==> config.mk <==
export PLATFORM = sky130hd
export DESIGN_NAME = rate_track_ctrl
export DESIGN_NICKNAME = d
export VERILOG_FILES = /design/src/rtl/rt_pkg.sv /design/src/rtl/rt_edge_counter.sv /design/src/rtl/rt_loop_filter.sv /design/src/rtl/rate_track_ctrl.sv
export SDC_FILE = /design/constraint.sdc
export NUM_CORES = 1
export LEC_CHECK = 0
export BUFFER_PORTS_ARGS = -buffer_cell sky130_fd_sc_hd__buf_2
export CORE_ASPECT_RATIO = 1.1
export CORE_MARGIN = 2
export CORE_UTILIZATION = 45
export CTS_BUF_LIST = sky130_fd_sc_hd__clkbuf_4 sky130_fd_sc_hd__clkbuf_8
export CTS_CLUSTER_SIZE = 16
export DETAILED_ROUTE_END_ITERATION = 8
export MAX_ROUTING_LAYER = met4
export PLACE_DENSITY_LB_ADDON = 0.12
export SKIP_LAST_GASP = 1
export SYNTH_ARGS = -nofsm -noshare
export SYNTH_HDL_FRONTEND = slang
export SYNTH_HIERARCHICAL = 1
export SYNTH_SLANG_ARGS = --single-unit
==> constraint.sdc <==
create_clock -name clk -period 23 [get_ports clk]
set_input_delay 4.6 -clock clk [delete_from_list [all_inputs] [get_ports clk]]
set_output_delay 4.6 -clock clk [all_outputs]
set_load 0.05 [all_outputs]
==> src/rtl/rt_pkg.sv <==
package rt_pkg;
  typedef enum logic [1:0] {
    ST_ACQ    = 2'd0,
    ST_COARSE = 2'd1,
    ST_TRACK  = 2'd2
  } rt_state_e;
endpackage

==> src/rtl/rt_edge_counter.sv <==
module rt_edge_counter #(
  parameter int GATE_CYCLES = 2048,
  parameter int CNT_W       = 16
) (
  input  logic             clk,
  input  logic             rst_n,
  input  logic             bclk,
  output logic [CNT_W-1:0] meas,
  output logic             meas_valid
);
  localparam int GW = $clog2(GATE_CYCLES);

  logic [2:0]       sync_q;
  logic [GW-1:0]    gate_q;
  logic [CNT_W-1:0] edges_q;
  logic             rise;
  logic             gate_end;

  assign rise     = sync_q[1] & ~sync_q[2];
  assign gate_end = (gate_q == GW'(GATE_CYCLES - 1));

  always_ff @(posedge clk) begin
    if (!rst_n) begin
      sync_q     <= '0;
      gate_q     <= '0;
      edges_q    <= '0;
      meas       <= '0;
      meas_valid <= 1'b0;
    end else begin
      sync_q     <= {sync_q[1:0], bclk};
      meas_valid <= gate_end;
      if (gate_end) begin
        gate_q  <= '0;
        meas    <= edges_q + CNT_W'(rise);
        edges_q <= '0;
      end else begin
        gate_q  <= gate_q + 1'b1;
        edges_q <= edges_q + CNT_W'(rise);
      end
    end
  end
endmodule

==> src/rtl/rt_loop_filter.sv <==
module rt_loop_filter #(
  parameter int CNT_W       = 16,
  parameter int FRAC_BITS   = 20,
  parameter int FILL_W      = 8,
  parameter int FILT_SHIFT  = 4,
  parameter int TRIM_SHIFT  = 8,
  parameter int DEADBAND    = 16384,
  localparam int WORD_W     = CNT_W + FRAC_BITS,
  localparam int EW         = WORD_W + 2
) (
  input  logic                 clk,
  input  logic                 rst_n,
  input  logic                 clr,
  input  logic                 meas_valid,
  input  logic [CNT_W-1:0]     meas,
  input  logic [WORD_W-1:0]    cur_word,
  input  logic [FILL_W-1:0]    fill_level,
  output logic signed [EW-1:0] ef,
  output logic                 ef_vld,
  output logic                 ef_big,
  output logic                 err_inband
);
  localparam logic [FILL_W:0] MID = (FILL_W+1)'(1) << (FILL_W - 1);
  localparam logic signed [EW-1:0] DB = EW'(DEADBAND);

  logic signed [EW-1:0]   meas_s, word_s, trim_s, err, ef_n, err_abs, ef_abs;
  logic signed [FILL_W:0] fdiff;

  assign meas_s  = $signed({2'b00, meas, {FRAC_BITS{1'b0}}});
  assign word_s  = $signed({2'b00, cur_word});
  assign fdiff   = $signed({1'b0, fill_level}) - $signed(MID);
  assign trim_s  = EW'(fdiff) <<< TRIM_SHIFT;
  assign err     = meas_s - word_s + trim_s;
  assign ef_n    = ef + ((err - ef) >>> FILT_SHIFT);
  assign err_abs = err[EW-1] ? -err : err;
  assign ef_abs  = ef_n[EW-1] ? -ef_n : ef_n;

  always_ff @(posedge clk) begin
    if (!rst_n || clr) begin
      ef         <= '0;
      ef_vld     <= 1'b0;
      ef_big     <= 1'b0;
      err_inband <= 1'b0;
    end else begin
      ef_vld <= meas_valid;
      if (meas_valid) begin
        ef         <= ef_n;
        ef_big     <= (ef_abs >= DB);
        err_inband <= (err_abs < DB);
      end
    end
  end
endmodule

==> src/rtl/rate_track_ctrl.sv <==
module rate_track_ctrl #(
  parameter int GATE_CYCLES = 2048,
  parameter int CNT_W       = 16,
  parameter int FRAC_BITS   = 20,
  parameter int FILL_W      = 8,
  parameter int FILT_SHIFT  = 4,
  parameter int TRIM_SHIFT  = 8,
  parameter int DEADBAND    = 16384,
  parameter int SLEW_SHIFT  = 10,
  parameter int LOCK_GATES  = 3
) (
  input  logic                       clk,
  input  logic                       rst_n,
  input  logic                       bclk,
  input  logic [FILL_W-1:0]          fill_level,
  input  logic                       word_ready,
  output logic [CNT_W+FRAC_BITS-1:0] freq_word,
  output logic                       word_valid,
  output logic                       locked
);
  import rt_pkg::*;
  localparam int WORD_W = CNT_W + FRAC_BITS;
  localparam int EW     = WORD_W + 2;
  localparam int LCW    = $clog2(LOCK_GATES + 1);

  rt_state_e            state_q;
  logic [WORD_W-1:0]    coarse_q;
  logic [LCW-1:0]       lock_cnt_q;
  logic [CNT_W-1:0]     meas;
  logic                 meas_valid;
  logic signed [EW-1:0] ef;
  logic                 ef_vld, ef_big, err_inband;
  logic                 pending, issue, filt_clr;
  logic signed [EW-1:0] cand, lim, hi, lo, clamped;

  rt_edge_counter #(.GATE_CYCLES(GATE_CYCLES), .CNT_W(CNT_W)) u_cnt (
    .clk(clk), .rst_n(rst_n), .bclk(bclk), .meas(meas), .meas_valid(meas_valid)
  );

  rt_loop_filter #(
    .CNT_W(CNT_W), .FRAC_BITS(FRAC_BITS), .FILL_W(FILL_W), .FILT_SHIFT(FILT_SHIFT),
    .TRIM_SHIFT(TRIM_SHIFT), .DEADBAND(DEADBAND)
  ) u_filt (
    .clk(clk), .rst_n(rst_n), .clr(filt_clr), .meas_valid(meas_valid), .meas(meas),
    .cur_word(freq_word), .fill_level(fill_level), .ef(ef), .ef_vld(ef_vld),
    .ef_big(ef_big), .err_inband(err_inband)
  );

  assign pending  = word_valid && !word_ready;
  assign lim      = $signed({2'b00, coarse_q >> SLEW_SHIFT});
  assign hi       = $signed({2'b00, coarse_q}) + lim;
  assign lo       = $signed({2'b00, coarse_q}) - lim;
  assign cand     = $signed({2'b00, freq_word}) + ef;
  assign clamped  = (cand > hi) ? hi : ((cand < lo) ? lo : cand);
  assign issue    = (state_q == ST_TRACK) && ef_vld && ef_big && !pending &&
                    (clamped != $signed({2'b00, freq_word}));
  assign filt_clr = (state_q != ST_TRACK) || (ef_vld && ef_big && !pending);

  always_ff @(posedge clk) begin
    if (!rst_n) begin
      state_q    <= ST_ACQ;
      coarse_q   <= '0;
      lock_cnt_q <= '0;
      freq_word  <= '0;
      word_valid <= 1'b0;
      locked     <= 1'b0;
    end else begin
      if (word_valid && word_ready) word_valid <= 1'b0;
      if (meas_valid && meas == '0) begin
        state_q    <= ST_ACQ;
        locked     <= 1'b0;
        lock_cnt_q <= '0;
      end else begin
        case (state_q)
          ST_ACQ: if (meas_valid) state_q <= ST_COARSE;
          ST_COARSE: if (meas_valid && !pending) begin
            coarse_q   <= {meas, {FRAC_BITS{1'b0}}};
            freq_word  <= {meas, {FRAC_BITS{1'b0}}};
            word_valid <= 1'b1;
            lock_cnt_q <= '0;
            state_q    <= ST_TRACK;
          end
          ST_TRACK: begin
            if (ef_vld) begin
              if (!err_inband) lock_cnt_q <= '0;
              else if (lock_cnt_q < LCW'(LOCK_GATES)) begin
                lock_cnt_q <= lock_cnt_q + 1'b1;
                if (lock_cnt_q == LCW'(LOCK_GATES - 1)) locked <= 1'b1;
              end
            end
            if (issue) begin
              freq_word  <= clamped[WORD_W-1:0];
              word_valid <= 1'b1;
            end
          end
          default: state_q <= ST_ACQ;
        endcase
      end
    end
  end
endmodule

# == After elaboration in Yosys (flattened, before gate mapping) ==
# Cells that the tools add are included.
# totals
wordCells,94
out_inout_bits,38
in_bits,12
reg_bits,146
# op_classes
eq_ne,11
n_mux,20
magnitude_cmp,5
n_bitwise,5
reduce_logical,25
addsub,13
# ops
op,count
$mux 38,4
$neg 38->38,2
$mux 36,2
$pmux 36 s2,1
$add 37x17->38,1
$add 37x38->38,1
$add 38x34->38,1
$ge 38x16->1 const B,1
$gt 38x38->1,1
$lt 38x16->1 const B,1
$lt 38x37->1,1
$ne 38x37->1,1
$sub 38x38->38,1
$add 36x26->37,1
$sub 36x26->37,1
$sub 36x36->37,1
$add 16x1->16,1
$logic_not 16->1,1
$mux 2,6
$add 11x1->11 const B,1
$eq 11x11->1 const B,1
$logic_and 1x1->1,10
$sub 8x8->9 const B,1
$reduce_and 4->1,2
other kinds (20),35

# == Depth between registers and ports, before layout ==
# logic_depth
ltp_word,9
ltp_mapped,44
depth_no_buf,42

# == Hierarchy ==
# The synthesis kept the hierarchy.
# modules_own_cells
mod,area_per_inst_um2,instances,cells_each
rt_loop_filter,9855.7,1,1404
rate_track_ctrl,9604.2,1,1295
rt_edge_counter,1861.8,1,187

# == Worst setup path before layout ==
# Ideal clock, no wire load.
# synth_path
kind,input port to flip-flop
startpoint,input fill_level[7]
endpoint,register u_filt.ef_big
required_time_ps,22884
path_slack_ps,10812
n_path_buf,1
arrival_ps,12073
stages,36
cell_sequence,inv_1 > ha_1 > a21o_1 > a2111oi_0 > nand2b_1 > a21oi_1 > nor3_1 > or2_2 > clkbuf_1 > ha_1 > a21o_1 > a21o_1 > a21oi_1 > o21ai_0 > a31o_2 > a31oi_1 > nor2b_1 > o21a_1 > o21a_1 > o21a_1 > o21a_1 > nor2_1 > xnor2_1 > ha_1 > nand2_1 > nor3_1 > nand2_1 > or4_1 > nand2_1 > nor4_1 > a311oi_1 > and3b_1 > or4b_1 > o21ai_0 > a41oi_1 > a31o_1
# synth_between
elab_chain_cells,7
# synth_rtl
item,line,text
from (decl),rate_track_ctrl.sv:15,"input logic [FILL_W-1:0] fill_level,"
$sub 8x8->9 (*),rt_loop_filter.sv:31,"assign fdiff = $signed({1'b0, fill_level}) - $signed(MID);"
$add 37x17->38 (*),rt_loop_filter.sv:33,assign err = meas_s - word_s + trim_s;
$sub 38x38->38 (*),rt_loop_filter.sv:34,assign ef_n = ef + ((err - ef) >>> FILT_SHIFT);
$add 38x34->38 (*),rt_loop_filter.sv:34,
$neg 38->38,rt_loop_filter.sv:36,assign ef_abs = ef_n[EW-1] ? -ef_n : ef_n;
$mux 38 (*),rt_loop_filter.sv:36,
$ge 38x16->1 (*),rt_loop_filter.sv:48,ef_big <= (ef_abs >= DB);
to (signal assigned),rt_loop_filter.sv:48,
to (decl),rt_loop_filter.sv:20,"output logic ef_big,"
# Every way passes the cells marked *; elsewhere a longest branch is shown, timed or not.
# A chain may end at the register's enable or synchronous reset.

# == Worst setup path in the final report ==
# Same ends and word-level chain as after synthesis.

==> reports/qor.yml <==
status: "complete, no violations"
clk_pin_slew_worst_paths_ns: 0.11
crit_arrival_ns: 13.50
gp_congestion: 0.998
p_leak_nw: 9.50
fin_crit_ns: 13.02
ir_drop_uv: 47.8
finalPower_w: 0.000623
grt_max_degree: 51
fin_cells: 3486
die_h_um: 232
clk_latency_ns: 0.59
placed_area_mm2: 0.0220
postRouteAntennaNets: 0
maxCapViolations: 0
dieArea_mm2: 0.0491
grt_pass1_wl_um: 122000
finalCritPeriodShare_pct: 56.6
fin_nets: 3122
htree_levels: 4
netlist_area_mm2: 0.0213
synth-seq-cells: 146
ios: 50
synth.distinct_cells: 130
syn-num-nets: 3131
async_reset_ff_share_pct: 0
setup_violations: 0
cts_root_buf: "clkbuf_8"
worst_path_max_delay_cell: "a2111oi_0"
design_area_mm2: 0.0225
synthToLayoutAreaGrowth_pct: 5.50
cts_buffers: 17
seq_area_frac_synth_pct: 13.7
worstSetupPathType: "input pin to flop"
hold_class: "flop to flop"
wirelength_um: 79600
ys_warn_count: 6
drive_gt1_share_pct: 8.13
place_inst: 3453
syn_avg_cell_area_um2: 7.39
slew_violations: 0
grtUsageTotal_pct: 33.1
drc: 0
rsz0062_at_grt: "no"
pre_cts_ws_ns: 9.45
worst_pin_slew_ns: 1.10
dr.pass1.iters: 8
cts_sinks: 146
synth_edf_count: 0
maxSlewHeadroom_pct: 26.3
antenna_found_initial: 1
crit_fanout: 22
core_mm2: 0.0467
initial_utilization_pct: 45.6
synth.area.top_cells: "dfxtp_1 (14%), ha_1 (13%), xnor2_1 (6.3%), a21oi_1 (4.8%), nor2_1 (4.7%)"
p_per_area_mw_per_mm2: 27.7
nFillCells: 4771
finalWorstSetupSlack_ns: 9.98
required_ns: 23.47
hpwl_um: 63000
rows: 83
post-cts-setup-buffers: 0
fp.dieW_um: 212
netlist_instances: 2886
synth_top_cell_by_area: "dfxtp_1"
crit_path_frequent_cell: "o21a_1"
finalHoldViolCount: 0
cts_max_path_buffers: 2
ys.flop_type: "dfxtp_1"
grt_remaining_overflow: 0
via_per_inst: 6.41
wl_per_cell_um: 22.8
skew_ns: 0.0389
synth_top_cell_area_share_pct: 13.7
vias: 22300
cts_resized: 0
crit_path_end_kind: "flop"
drt_first_iter_violations: 2393
cts_hold_buf: 0
grt_pass1_vias: 20600
fmax_mhz: 76.8
setup_tns_ns: 0
critPathLaunchType: "input pin"
cts_tree: "built"
port_buffers: 49
cpPeakStageDelay_ns: 0.58
-- worst paths after layout --
| kind | start | endpoint | cells after the start | slack, ns |
|---|---|---|---|---|
| setup / recovery | fill_level[7] | u_filt/ef_big$_SDFFE_PP0P_ | 35 | 9.98 |
| hold / removal | u_cnt/sync_q[0]$_SDFF_PN0_ | u_cnt/sync_q[1]$_SDFF_PN0_ | 1 | 0.42 |
| setup reg to reg | freq_word[3]$_SDFFE_PN0P_ | u_filt/ef_big$_SDFFE_PP0P_ | 39 | 12.35 |
| hold reg to reg | u_cnt/sync_q[0]$_SDFF_PN0_ | u_cnt/sync_q[1]$_SDFF_PN0_ | 1 | 0.42 |
-- cell type report --
class                   instances  area [um2]  share of cell area (%)
clock buffers                  17         234                    1.04
inverters                     164         616                    2.74
clock inverters                15         208                   0.923
multi-input cells            2465       17300                    76.8
well taps                     595         744                    3.31
repair buffers                 83         500                    2.22
diodes                          1        2.50                  0.0111
flip-flops and latches        146        2920                    13.0
-- cell usage in the layout, fill, tap and decap left out, types with 38 or more instances in the layout --
master / instances
a211oi_1: 47
a21o_1: 70
a21oi_1: 203
and2_1: 40
buf_2: 49
dfxtp_1: 145
ha_1: 229
inv_1: 162
mux2i_1: 87
nand2_1: 250
nand2b_1: 49
nand3_1: 95
nand4_1: 59
nor2_1: 269
nor3_1: 104
nor4_1: 38
o21ai_0: 112
xnor2_1: 153
xor2_1: 58
-- state kept, by name, summed over array words and instances, names as in the netlist --
signal	count
u_cnt/edges_q	16
lock_cnt_q	2
u_filt/err_inband	1
u_cnt/meas_valid	1
u_cnt/meas	16
freq_word	36
u_filt/ef	38
coarse_q	16
u_cnt/sync_q	3
u_filt/ef_vld	1
u_cnt/gate_q	11
u_filt/ef_big	1
state_q	2
locked	1
word_valid	1
-- cell families (layout without fill, tap and decap cells) --
kind of cell,count (synthesis),in the layout,synth area share (%)
and+or+nand+nor,1121,1121,27.6
AOI/OAI and AO/OA,804,804,26.1
buffers and inverters,275,279,5.43
adders and majority gates,234,234,13.9
xor gates and xnor gates,213,213,8.85
DFF,146,146,13.7
muxes,93,93,4.40
other,0,1,0
-- report_power, final --
group	internal [W]	leakage, nW	switching, W	total (W)
Clock	0.0000943	0.220	0.000144	0.000238
Sequential	0.000253	1.18	0.000000498	0.000254
Combinational	0.0000450	8.10	0.0000861	0.000131
-- metal layers --
metal | track usage, % | vias up | routed length, um
li1 | - | 10700 | -
met1 | 44.7 | 10700 | 36500
met2 | 52.0 | 826 | 35700
met3 | 4.90 | 95 | 5820
met4 | 7.77 | 0 | 1550
met5 | - | - | 0
-- critical path, delay by kind of cell --
kind	cells	cell delay [ns]
AND/OR/NAND/NOR	8	1.28
AO/OA/AOI/OAI	20	5.36
XOR/XNOR	2	0.42
buffers and inverters	2	0.68
adder cells (fa/ha/maj)	3	1.10
-- metrics by stage --
step	hold slack, ns	utilization [%]
final	0.420	48.1
after global routing	0.452	48.1
after CTS	0.435	48.1
after detailed placement	0.420	47.2
after global placement	0.418	47.2
after floorplan	0.412	-
-- cell usage after synthesis, types with 10 or more instances --
master / n
nor2_1: 269
nand2_1: 250
ha_1: 229
a21oi_1: 203
inv_1: 162
xnor2_1: 153
dfxtp_1: 146
o21ai_0: 112
nor3_1: 104
nand3_1: 95
mux2i_1: 87
a21o_1: 70
clkbuf_1: 63
nand4_1: 59
xor2_1: 58
nand2b_1: 49
a211oi_1: 48
and2_1: 40
nor4_1: 38
and3_1: 35
o21a_1: 35
o211ai_1: 33
a31oi_1: 28
nor2b_1: 28
or3_1: 26
buf_2: 24
o31ai_1: 21
o22ai_1: 20
a211o_1: 17
a21boi_0: 16
or2_2: 16
or4_1: 16
o2111ai_1: 15
o21ai_1: 14
o21bai_1: 14
a2111oi_0: 13
nand4b_1: 13
and4_1: 10
buf_1: 10
o21ai_2: 10
(Power assumes the default switching activity.)
